`src/rtl/nav_cca_pkg.sv`:
```
package nav_cca_pkg;

    // Which source the timer takes its next value from.
    typedef enum logic [1:0] {
        LD_NONE = 2'd0,
        LD_SW   = 2'd1,
        LD_RX   = 2'd2,
        LD_OFF  = 2'd3
    } nav_ld_e;

endpackage

```
`src/rtl/nav_tick_gen.sv`:
```
module nav_tick_gen #(
    parameter int TICK_DIV = 10
) (
    input  logic clk,
    input  logic rst_n,
    output logic tick_o
);
    localparam int CW = (TICK_DIV > 1) ? $clog2(TICK_DIV) : 1;

    generate
        if (TICK_DIV <= 1) begin : g_every
            assign tick_o = 1'b1;
        end else begin : g_div
            typedef struct packed {
                logic [CW-1:0] cnt;
            } pre_t;

            localparam logic [CW-1:0] LAST = CW'(TICK_DIV - 1);

            pre_t st_d, st_q;

            always_comb begin
                st_d = st_q;
                if (st_q.cnt == LAST) begin
                    st_d.cnt = '0;
                end else begin
                    st_d.cnt = st_q.cnt + 1'b1;
                end
            end

            always_ff @(posedge clk or negedge rst_n) begin
                if (!rst_n) begin
                    st_q <= '0;
                end else begin
                    st_q <= st_d;
                end
            end

            assign tick_o = (st_q.cnt == LAST);

            // the prescaler never leaves its range
            a_r2_pre_range: assert property (@(posedge clk) disable iff (!rst_n)
                st_q.cnt <= LAST);
        end
    endgenerate

endmodule

```
`src/rtl/nav_load_sel.sv`:
```
module nav_load_sel
    import nav_cca_pkg::*;
#(
    parameter int NAV_W     = 20,
    parameter int SW_W      = 23,
    parameter int DUR_W     = 16,
    parameter int DUR_SCALE = 10
) (
    input  logic             off_i,
    input  logic             sw_set_i,
    input  logic [SW_W-1:0]  sw_val_i,
    input  logic             rx_valid_i,
    input  logic             rx_upd_en_i,
    input  logic [DUR_W-1:0] rx_dur_i,
    input  logic [NAV_W-1:0] cur_i,
    output nav_ld_e          kind_o,
    output logic [NAV_W-1:0] val_o
);
    localparam logic [NAV_W-1:0] NAV_MAX = '1;
    localparam logic [31:0]      MAX32   = 32'(NAV_MAX);

    logic [31:0]      sw32;
    logic [31:0]      rx32;
    logic [NAV_W-1:0] sw_clip;
    logic [NAV_W-1:0] rx_clip;
    logic             rx_take;

    always_comb begin
        sw32    = 32'(sw_val_i);
        rx32    = 32'(rx_dur_i) * 32'(DUR_SCALE);
        sw_clip = (sw32 > MAX32) ? NAV_MAX : sw32[NAV_W-1:0];
        rx_clip = (rx32 > MAX32) ? NAV_MAX : rx32[NAV_W-1:0];
        rx_take = rx_valid_i && rx_upd_en_i && (rx_clip > cur_i);

        kind_o = LD_NONE;
        val_o  = '0;
        if (off_i) begin
            kind_o = LD_OFF;
        end else if (sw_set_i) begin
            kind_o = LD_SW;
            val_o  = sw_clip;
        end else if (rx_take) begin
            kind_o = LD_RX;
            val_o  = rx_clip;
        end
    end

endmodule

```
`src/rtl/nav_counter.sv`:
```
module nav_counter
    import nav_cca_pkg::*;
#(
    parameter int NAV_W = 20
) (
    input  logic             clk,
    input  logic             rst_n,
    input  logic             tick_i,
    input  nav_ld_e          kind_i,
    input  logic [NAV_W-1:0] val_i,
    output logic [NAV_W-1:0] nav_o
);
    typedef struct packed {
        logic [NAV_W-1:0] nav;
    } cnt_t;

    cnt_t st_d, st_q;

    always_comb begin
        st_d = st_q;
        unique case (kind_i)
            LD_OFF:  st_d.nav = '0;
            LD_SW,
            LD_RX:   st_d.nav = val_i;
            default: begin
                if (tick_i && (st_q.nav != '0)) begin
                    st_d.nav = st_q.nav - 1'b1;
                end
            end
        endcase
    end

    always_ff @(posedge clk or negedge rst_n) begin
        if (!rst_n) begin
            st_q <= '0;
        end else begin
            st_q <= st_d;
        end
    end

    assign nav_o = st_q.nav;

    // a tick with no load takes exactly one unit off a nonzero timer
    a_r2_step: assert property (@(posedge clk) disable iff (!rst_n)
        (kind_i == LD_NONE && tick_i && st_q.nav != '0)
        |=> (st_q.nav == $past(st_q.nav) - 1'b1));

    // zero is a floor when nothing loads
    a_r2_floor: assert property (@(posedge clk) disable iff (!rst_n)
        (kind_i == LD_NONE && st_q.nav == '0) |=> (st_q.nav == '0));

    // shutting down leaves the timer cleared
    a_r7_clear: assert property (@(posedge clk) disable iff (!rst_n)
        (kind_i == LD_OFF) |=> (st_q.nav == '0));

endmodule

```
`src/rtl/cca_combine.sv`:
```
module cca_combine (
    input  logic nav_busy_i,
    input  logic tx_act_i,
    input  logic rx_act_i,
    input  logic ign_nav_i,
    input  logic ign_tx_i,
    input  logic ign_rx_i,
    input  logic force_i,
    output logic busy_o
);
    logic [2:0] src;

    always_comb begin
        src[0] = nav_busy_i && !ign_nav_i;
        src[1] = tx_act_i   && !ign_tx_i;
        src[2] = rx_act_i   && !ign_rx_i;
        busy_o = force_i || (|src);
    end

endmodule

```
`src/rtl/nav_cca_top.sv`:
```
module nav_cca_top
    import nav_cca_pkg::*;
#(
    parameter int NAV_W     = 20,
    parameter int SW_W      = 23,
    parameter int DUR_W     = 16,
    parameter int DUR_SCALE = 10,
    parameter int TICK_DIV  = 10
) (
    input  logic             clk,
    input  logic             rst_n,
    input  logic             nav_disable,
    input  logic             sw_set,
    input  logic [SW_W-1:0]  sw_val,
    input  logic             rx_dur_valid,
    input  logic             rx_upd_en,
    input  logic [DUR_W-1:0] rx_dur,
    input  logic             tx_phy_active,
    input  logic             rx_phy_active,
    input  logic             ign_nav,
    input  logic             ign_tx,
    input  logic             ign_rx,
    input  logic             force_busy,
    output logic [NAV_W-1:0] nav_value,
    output logic             nav_busy,
    output logic             cca_busy
);
    localparam logic [NAV_W-1:0] NAV_MAX = '1;

    logic             tick;
    nav_ld_e          ld_kind;
    logic [NAV_W-1:0] ld_val;
    logic [NAV_W-1:0] nav_q;

    nav_tick_gen #(.TICK_DIV(TICK_DIV)) u_tick (
        .clk    (clk),
        .rst_n  (rst_n),
        .tick_o (tick)
    );

    nav_load_sel #(
        .NAV_W     (NAV_W),
        .SW_W      (SW_W),
        .DUR_W     (DUR_W),
        .DUR_SCALE (DUR_SCALE)
    ) u_sel (
        .off_i       (nav_disable),
        .sw_set_i    (sw_set),
        .sw_val_i    (sw_val),
        .rx_valid_i  (rx_dur_valid),
        .rx_upd_en_i (rx_upd_en),
        .rx_dur_i    (rx_dur),
        .cur_i       (nav_q),
        .kind_o      (ld_kind),
        .val_o       (ld_val)
    );

    nav_counter #(.NAV_W(NAV_W)) u_cnt (
        .clk    (clk),
        .rst_n  (rst_n),
        .tick_i (tick),
        .kind_i (ld_kind),
        .val_i  (ld_val),
        .nav_o  (nav_q)
    );

    assign nav_value = nav_disable ? '0 : nav_q;
    assign nav_busy  = (nav_value != '0);

    cca_combine u_cca (
        .nav_busy_i (nav_busy),
        .tx_act_i   (tx_phy_active),
        .rx_act_i   (rx_phy_active),
        .ign_nav_i  (ign_nav),
        .ign_tx_i   (ign_tx),
        .ign_rx_i   (ign_rx),
        .force_i    (force_busy),
        .busy_o     (cca_busy)
    );

    // forcing always shows at the busy output
    a_r10_force: assert property (@(posedge clk) disable iff (!rst_n)
        force_busy |-> cca_busy);

    // an unmasked transmit source alone makes the channel busy
    a_r9_tx_path: assert property (@(posedge clk) disable iff (!rst_n)
        (tx_phy_active && !ign_tx) |-> cca_busy);

    // the timer reads zero while shut down
    a_r7_reads_zero: assert property (@(posedge clk) disable iff (!rst_n)
        nav_disable |-> (nav_value == '0 && !nav_busy));

    // an oversized software value lands at the counter maximum
    a_r3_clip: assert property (@(posedge clk) disable iff (!rst_n)
        (!nav_disable && sw_set && (32'(sw_val) > 32'(NAV_MAX)))
        |=> (nav_disable || nav_value == NAV_MAX));

    // software beats a simultaneous received duration
    a_r6_sw_wins: assert property (@(posedge clk) disable iff (!rst_n)
        (!nav_disable && sw_set && rx_dur_valid && rx_upd_en
         && (32'(sw_val) <= 32'(NAV_MAX)))
        |=> (nav_disable || nav_value == $past(sw_val[NAV_W-1:0])));

endmodule

```
`config.mk`:
```
export PLATFORM = sky130hd
export DESIGN_NAME = nav_cca_top
export DESIGN_NICKNAME = d
export VERILOG_FILES = /design/src/rtl/nav_cca_pkg.sv /design/src/rtl/nav_tick_gen.sv /design/src/rtl/nav_load_sel.sv /design/src/rtl/nav_counter.sv /design/src/rtl/cca_combine.sv /design/src/rtl/nav_cca_top.sv
export SDC_FILE = /design/constraint.sdc
export NUM_CORES = 1
export LEC_CHECK = 0
export ABC_CLOCK_PERIOD_IN_PS = 2700
export BUFFER_PORTS_ARGS = -buffer_cell sky130_fd_sc_hd__buf_2
export CAP_MARGIN = 0
export CORE_ASPECT_RATIO = 0.9
export CORE_MARGIN = 4
export CORE_UTILIZATION = 35
export DETAILED_ROUTE_END_ITERATION = 10
export HOLD_SLACK_MARGIN = 0.12
export PLACE_DENSITY_LB_ADDON = 0.3
export RECOVER_POWER = 50
export SLEW_MARGIN = 0
export SYNTH_ARGS = -nofsm -noshare
export SYNTH_HDL_FRONTEND = slang
export SYNTH_SLANG_ARGS = --single-unit
```
`constraint.sdc`:
```
create_clock -name clk -period 2.7 [get_ports clk]
set_input_delay 0.27 -clock clk [delete_from_list [all_inputs] [get_ports clk]]
set_output_delay 0.27 -clock clk [all_outputs]
set_load 0.02 [all_outputs]
```
==> results of run 1 <==
## registers in the layout, summed over array words and instances (netlist names)
register           flops
u_tick.g_div.st_q      4
u_cnt.nav_o           20
## per-layer routing
layer  vias to the layer above  part of all wire, %  global-route usage [%]
met1                      1745                   43                    28.0
met4                         0                  1.2                    3.54
li1                       1836                    -                       -
met2                       152                   50                    35.9
met3                        19                  6.2                    2.13
met5                         -                    0                       0
## kinds of logic (layout without fill, tap and decap cells)
logic type / count (synthesis) / in the layout
buffers and inverters: 43 / 228
multiplexers: 2 / 2
adder cells (fa/ha/maj): 50 / 50
flip-flops: 24 / 24
AO/OA/AOI/OAI: 120 / 120
AND/OR/NAND/NOR: 146 / 146
XOR/XNOR: 18 / 18
## layout by cell type, fill, tap and decap left out, drive strengths merged, types with 8 or more instances in the layout
master and count:
nand2b 10, dfrtp 24, nor2 46, buf 191, nand3 12, xnor2 13
a21oi 31, ha 49, a31oi 15, inv 31, nand2 36, o211ai 8
o21ai 36
## worst max-delay path, stage by stage
cell	delay, ps
buf_8	100
ha_4	270
ha_4	200
a211o_1	320
o31ai_4	290
a21boi_2	100
a221o_1	410
xor2_2	170
ha_1	320
a21o_1	170
a21o_1	160
a221oi_2	250
o211ai_1	150
a21oi_1	180
ha_1	240
nor3b_4	150
and2_4	180
buf_6	120
o21ai_2	50
nand2_1	80
a21oi_2	120
a21oi_1	50
a31o_1	190
## final timing paths
check	startpoint	endpoint	slack, ps	cells after the start
setup / recovery	rx_dur[7]	u_cnt.nav_o[19]	-1690	23
hold / removal	sw_val[1]	u_cnt.nav_o[1]	340	3
setup reg to reg	u_cnt.nav_o[11]	u_cnt.nav_o[19]	-420	17
hold reg to reg	u_tick.g_div.st_q[2]	u_tick.g_div.st_q[2]	530	1
max in group asynchronous	rst_n	u_cnt.nav_o[16]	1000	2
min in group asynchronous	rst_n	u_cnt.nav_o[3]	850	2
## final cells by class
type | instances | share of cell area [%]
Clock inverter | 1 | 0.603
Multi-Input combinational cell | 336 | 54.1
Inverter | 31 | 2.34
Tap cell | 119 | 2.99
Timing Repair Buffer | 193 | 27.1
Sequential cell | 24 | 12.1
Clock buffer | 3 | 0.829
## report_power, final
group	leakage [nW]	switching, mW	internal, mW
combinational	2.07	0.661	0.659
sequential	0.314	0.0201	0.389
clock	0.0357	0.130	0.199
## per-stage QoR
step | hold slack (ps) | std cells | setup TNS (ps) | instance area (µm²) | setup slack, ps
after floorplan | -25.6 | 403 | -30130 | 3250 | -1590
after global placement | 309 | 683 | -37840 | 4430 | -2010
after detailed placement | 310 | 683 | -40500 | 4430 | -2170
after CTS | 343 | 700 | -29810 | 4770 | -1620
after global routing | 351 | 707 | -35830 | 4980 | -1860
final | 340 | 707 | -32200 | 4980 | -1690
## timing repair
| action | in CTS | in global routing |
|---|---|---|
| gates resized for setup | 37 | 36 |
| hold endpoints to repair | 24 | 0 |
| pin swaps | 36 | 32 |
| gates cloned | 0 | 0 |
| hold buffers | 1 | 0 |
| buffers inserted | 12 | 7 |
| endpoints found under the setup margin | 21 | 21 |
==> results.yml, run 1 <==
status:
  outcome: "finished with violations"
  violations: "setup timing"
min_path:
  hp-class: "in -> reg"
worst_setup_path:
  start_kind: "input pin"
  critical_path_peak_fanout: 5
  critPathKind: "in -> reg"
  crit_arrival_ps: 4550
  worst_setup_path_end_kind: "flip-flop"
  required_ps: 2870
global_route:
  grtUsageTotal_pct: 20.7
  grt_overflow: 0
  grt_pass1_vias: 3790
  grt_max_degree: 25
  grt_pass1_wl_mm: 18.0
  antenna_found_initial: 0
synth:
  synth.mux.area_fraction_pct: 0.651
  synth_common_cells: "49 x ha_1, 46 x nor2_1, 35 x nand2_1, 35 x o21ai_0"
  synth.most_common_cell: "ha_1"
  ys.flop_type: "dfrtp_1"
  synthAdderAreaFrac_pct: 20.6
  ys_seq_area_share_pct: 19.5
  synthesis.nets: 504
  synth_xor_area_share_pct: 5.13
  synthTopCellsByArea: "ha_1 20%, dfrtp_1 20%, o21ai_0 5.7%"
  synth_simple_gate_area_share_pct: 24.3
  synthArstFlopShare_pct: 100
  yosys.area.top_type_share_pct: 20.0
  avgSynthCellArea_um2: 7.63
  synth_cell_types: 51
  synth_compound_area_share_pct: 24.1
  synth_edf_count: 0
  ys_ff_latch: 24
  synthCells: 403
  yosysWarnings: 0
  syn_area_mm2: 0.00307
  synth_top_cell_by_area: "ha_1"
  synth_top_family_by_area: "simple AND/OR/NAND/NOR gates"
floorplan:
  core.rowCount: 32
  die_y_um: 96.9
  dieArea_mm2: 0.0103
  die_w_um: 107
  core_mm2: 0.00857
  pin_count: 73
  start_util_pct: 35.9
clocking:
  clk_latency_ps: 280
  path_clk_slew_ps: 90
  cts.htree.levels: 1
  cts_buffers: 3
  root_buffer: "clkbuf_8"
  cts_tree: "built"
  clock_sinks: 24
  cts_buffer_depth: 2
final_layout:
  area_growth_pct: 62.0
  fill_cells: 801
  fin_nets: 690
  diodes: 0
  register_area_um2: 601
  drive_gt1_share_pct: 44.4
  multi_input_area_mm2: 0.00269
  finish.utilization_pct: 58.1
detailed_routing:
  dr.pass1.iters: 5
  vias_per_cell: 5.31
  drc_errors: 0
  drt_iter0_drc: 282
  antenna_left: 0
  routed_wl_mm: 10.9
  drt-wirelength-per-cell_um: 15.4
  vias: 3752
place:
  io_buffers: 72
  place_congestion: 0.887
  post-dp-hpwl_mm: 8.40
pwr:
  power.density_mw_per_mm2: 413
  vdd_drop_max_mv: 0.199
  p_total_mw: 2.06
  p_leak_nw: 2.42
timing:
  finalHoldViolCount: 0
  fin_worst_skew_ps: 11.7
  period_minus_slack_ps: 4390
  fin_crit_sh_pct: 163
  finalSetupViolCount: 20
  slew_headroom_pct: 4.16
  rsz0062_at_grt: "true"
  setup_ws_ps: -1690
  final_max_slew_viol_count: 0
  fmax_mhz: 228
  tightest_slew_ps: 1440
run:
  maxCapViolCount: 0
No activity file was read; power rests on OpenSTA's default activity.
==> run 2, diff against run 1 <==
--- a/config.mk
+++ b/config.mk
@@ -5,10 +5,11 @@
 export SDC_FILE = /design/constraint.sdc
 export NUM_CORES = 1
 export LEC_CHECK = 0
+export ABC_AREA = 1
 export ABC_CLOCK_PERIOD_IN_PS = 2700
 export BUFFER_PORTS_ARGS = -buffer_cell sky130_fd_sc_hd__buf_2
 export CAP_MARGIN = 0
-export CORE_ASPECT_RATIO = 0.9
+export CORE_ASPECT_RATIO = 0.6
 export CORE_MARGIN = 4
 export CORE_UTILIZATION = 35
 export DETAILED_ROUTE_END_ITERATION = 10
==> run 2 against run 1 <==
  * Sequential power rose by 3%
  * The flow finishes with violations (capacitance limit, slew limit, setup timing)
  * Register-to-register slack improved by 420 ps
  * Flip-flop and latch count unchanged
  * Wire length up 26%
  * Combinational power grew 24%
  * Global-route usage increased by 1.3 points
  * Critical endpoint is now u_cnt.nav_o[1]
  * Hold slack better by 35 ps
  * Sequential share of layout area shrank 1.5 points
  * Fmax rose by 22%
  * Largest cell class unchanged
  * Area after synthesis up 18%
  * Critical path depth is 4 higher
  * Count of clock-buffer cells in the layout stayed put
==> results.yml, run 2 <==
final_layout:
  mostFrequentLayoutCell: "nand2_1"
  area_growth_pct: 56.4
  drive_gt1_share_pct: 39.5
  largest_reg_flops: 20
  stdcell_count: 894
  fin_nets: 861
  diodes: 0
  finish.utilization_pct: 56.9
  design_area_mm2: 0.00568
  layout_common_cells: "110 x nand2_1, 100 x nor2_1, 99 x buf_4"
worst_setup_path:
  cp_num_buf_inv: 5
  crit_arrival_ps: 3810
  worst_setup_path_end_kind: "flip-flop"
  required_ps: 2900
  cpMostUsedCell: "ha_4"
  critical_path_peak_fanout: 7
  start_kind: "input pin"
  max_stage_delay_ps: 390
  crit_family: "adder cells"
  slowest_stage: "fa_2"
  critPathKind: "in -> reg"
floorplan:
  die_w_um: 139
  start_util_pct: 36.4
  core_mm2: 0.00998
  die_y_um: 86.9
  pin_count: 73
  core.rowCount: 28
  dieArea_mm2: 0.0121
synth:
  syn_area_mm2: 0.00363
  synthCells: 591
  avgSynthCellArea_um2: 6.14
  synth_top_cell_by_area: "ha_1"
  yosys.area.top_type_share_pct: 16.9
  synthArstFlopShare_pct: 100
  synth_edf_count: 0
  synth_common_cells: "136 x nand2_1, 110 x nor2_1, 78 x inv_1"
  synth_cell_types: 36
  synthTopCellsByArea: "ha_1 17%, dfrtp_1 17%, nand2_1 14%"
  yosysWarnings: 0
  ys_ff_latch: 24
  synth.most_common_cell: "nand2_1"
  ys.flop_type: "dfrtp_1"
  ys_seq_area_share_pct: 16.5
  synthesis.nets: 692
global_route:
  antenna_found_initial: 0
  grt_max_degree: 25
  grtUsageTotal_pct: 22.0
  grt_pass1_wl_mm: 21.5
  grt_pass1_vias: 4422
  grt_overflow: 0
clocking:
  cts_buffer_depth: 2
  path_clk_slew_ps: 70
  cts_buffers: 3
  cts_tree: "built"
  clk_latency_ps: 270
  clock_sinks: 24
  cts.htree.levels: 1
  root_buffer: "clkbuf_16"
status:
  violations: "capacitance limit, slew limit, setup timing"
  outcome: "finished with violations"
detailed_routing:
  antenna_left: 0
  routed_wl_mm: 13.7
  vias_per_cell: 5.17
  dr.pass1.iters: 7
  drt_iter0_drc: 367
  vias: 4624
  drc_errors: 0
  drt-wirelength-per-cell_um: 15.3
place:
  post-dp-hpwl_mm: 11.1
  dp.cells: 885
  place_congestion: 0.997
  io_buffers: 72
  place_area_mm2: 0.00500
timing:
  period_minus_slack_ps: 3610
  rsz0062_at_grt: "true"
  tightest_slew_ps: 1500
  finalSetupViolCount: 20
  hold-worst-slack_ps: 375
  slew_headroom_pct: -0.235
  setup_ws_ps: -906
  fmax_mhz: 277
  finalHoldViolCount: 0
  fin_worst_skew_ps: 5.59
  final_max_slew_viol_count: 24
  fin_crit_sh_pct: 134
pwr:
  vdd_drop_max_mv: 0.257
  p_total_mw: 2.51
  p_leak_nw: 2.91
  power.density_mw_per_mm2: 442
run:
  maxCapViolCount: 1
min_path:
  hp-class: "in -> reg"
run 2: cell types whose count changed in the layout (fill, tap and decap cells not counted), sizes merged, moves of 6 or more:
cell    previous run  this run
nand4              3        26
a21oi             31        48
or4                6         0
buf              191       173
nand2             36       137
a31oi             15         1
nand3             12        32
inv               31        82
o211ai             8         1
nor2              46       117
nand2b            10         0
xnor2             13         3
run 2: path summary, 6_finish.rpt:
kind	from	to	slack, ps	depth (start not counted)
worst max-delay path	rx_dur[3]	u_cnt.nav_o[1]	-910	27
worst min-delay path	sw_val[19]	u_cnt.nav_o[19]	380	5
worst max register to register	u_cnt.nav_o[19]	u_cnt.nav_o[5]	0	15
worst min register to register	u_tick.g_div.st_q[0]	u_tick.g_div.st_q[0]	500	1
max in group asynchronous	rst_n	u_cnt.nav_o[6]	920	2
min in group asynchronous	rst_n	u_cnt.nav_o[18]	900	2
run 2: timing repair:
item,4_1_cts,5_1_grt
endpoints found under the setup margin,20,20
buffers inserted,3,0
hold buffers,1,0
pin swaps,37,31
hold endpoints to repair,24,0
gates cloned,1,0
resized for setup,57,41
run 2: layout make-up:
cell class                 instances  area, µm²
clock buffer                       3       75.1
multi-input combinational        472       3310
clock inverter                     1       30.0
inverter                          82        323
timing repair inverter             1       11.3
tap                              135        169
sequential                        24        601
fill                             954       4300
timing repair buffer             176       1170
run 2: cell families (layout without fill, tap and decap cells):
group,after synthesis,count (layout),share of synthesized area [%]
compound gates,87,87,13.6
xor+xnor,10,10,2.41
fa+ha+maj,50,50,17.4
buf+inv,95,263,11.1
flops,24,24,16.5
simple gates,325,325,39.0
run 2: report_power, final:
group	switching, mW	internal [mW]
Combinational	0.905	0.732
Clock	0.159	0.296
Sequential	0.0255	0.396
Total	1.09	1.42
run 2: per-layer routing:
metal  wire length (µm)  vias to the layer above  GRT usage (%)  part of all wire [%]
met2               5750                      191           34.0                    42
met5                  0                        -              0                     0
li1                   -                     2277              -                     -
met3               1210                       16           5.21                   8.8
met1               6600                     2140           32.1                    48
met4                148                        0           2.49                   1.1
run 2: tightest hold or removal path, delay by kind of cell:
family	cells	cell delay (ps)
compound gates	2	160
buf+inv	1	90
simple gates	2	90
run 2: per-stage QoR:
stage               setup slack, ps  setup TNS, ps
floorplan                     -1160         -21350
global placement              -1280         -24600
detailed placement            -1380         -26690
CTS                            -879         -16840
global route                  -1060         -20630
finish                         -906         -17390
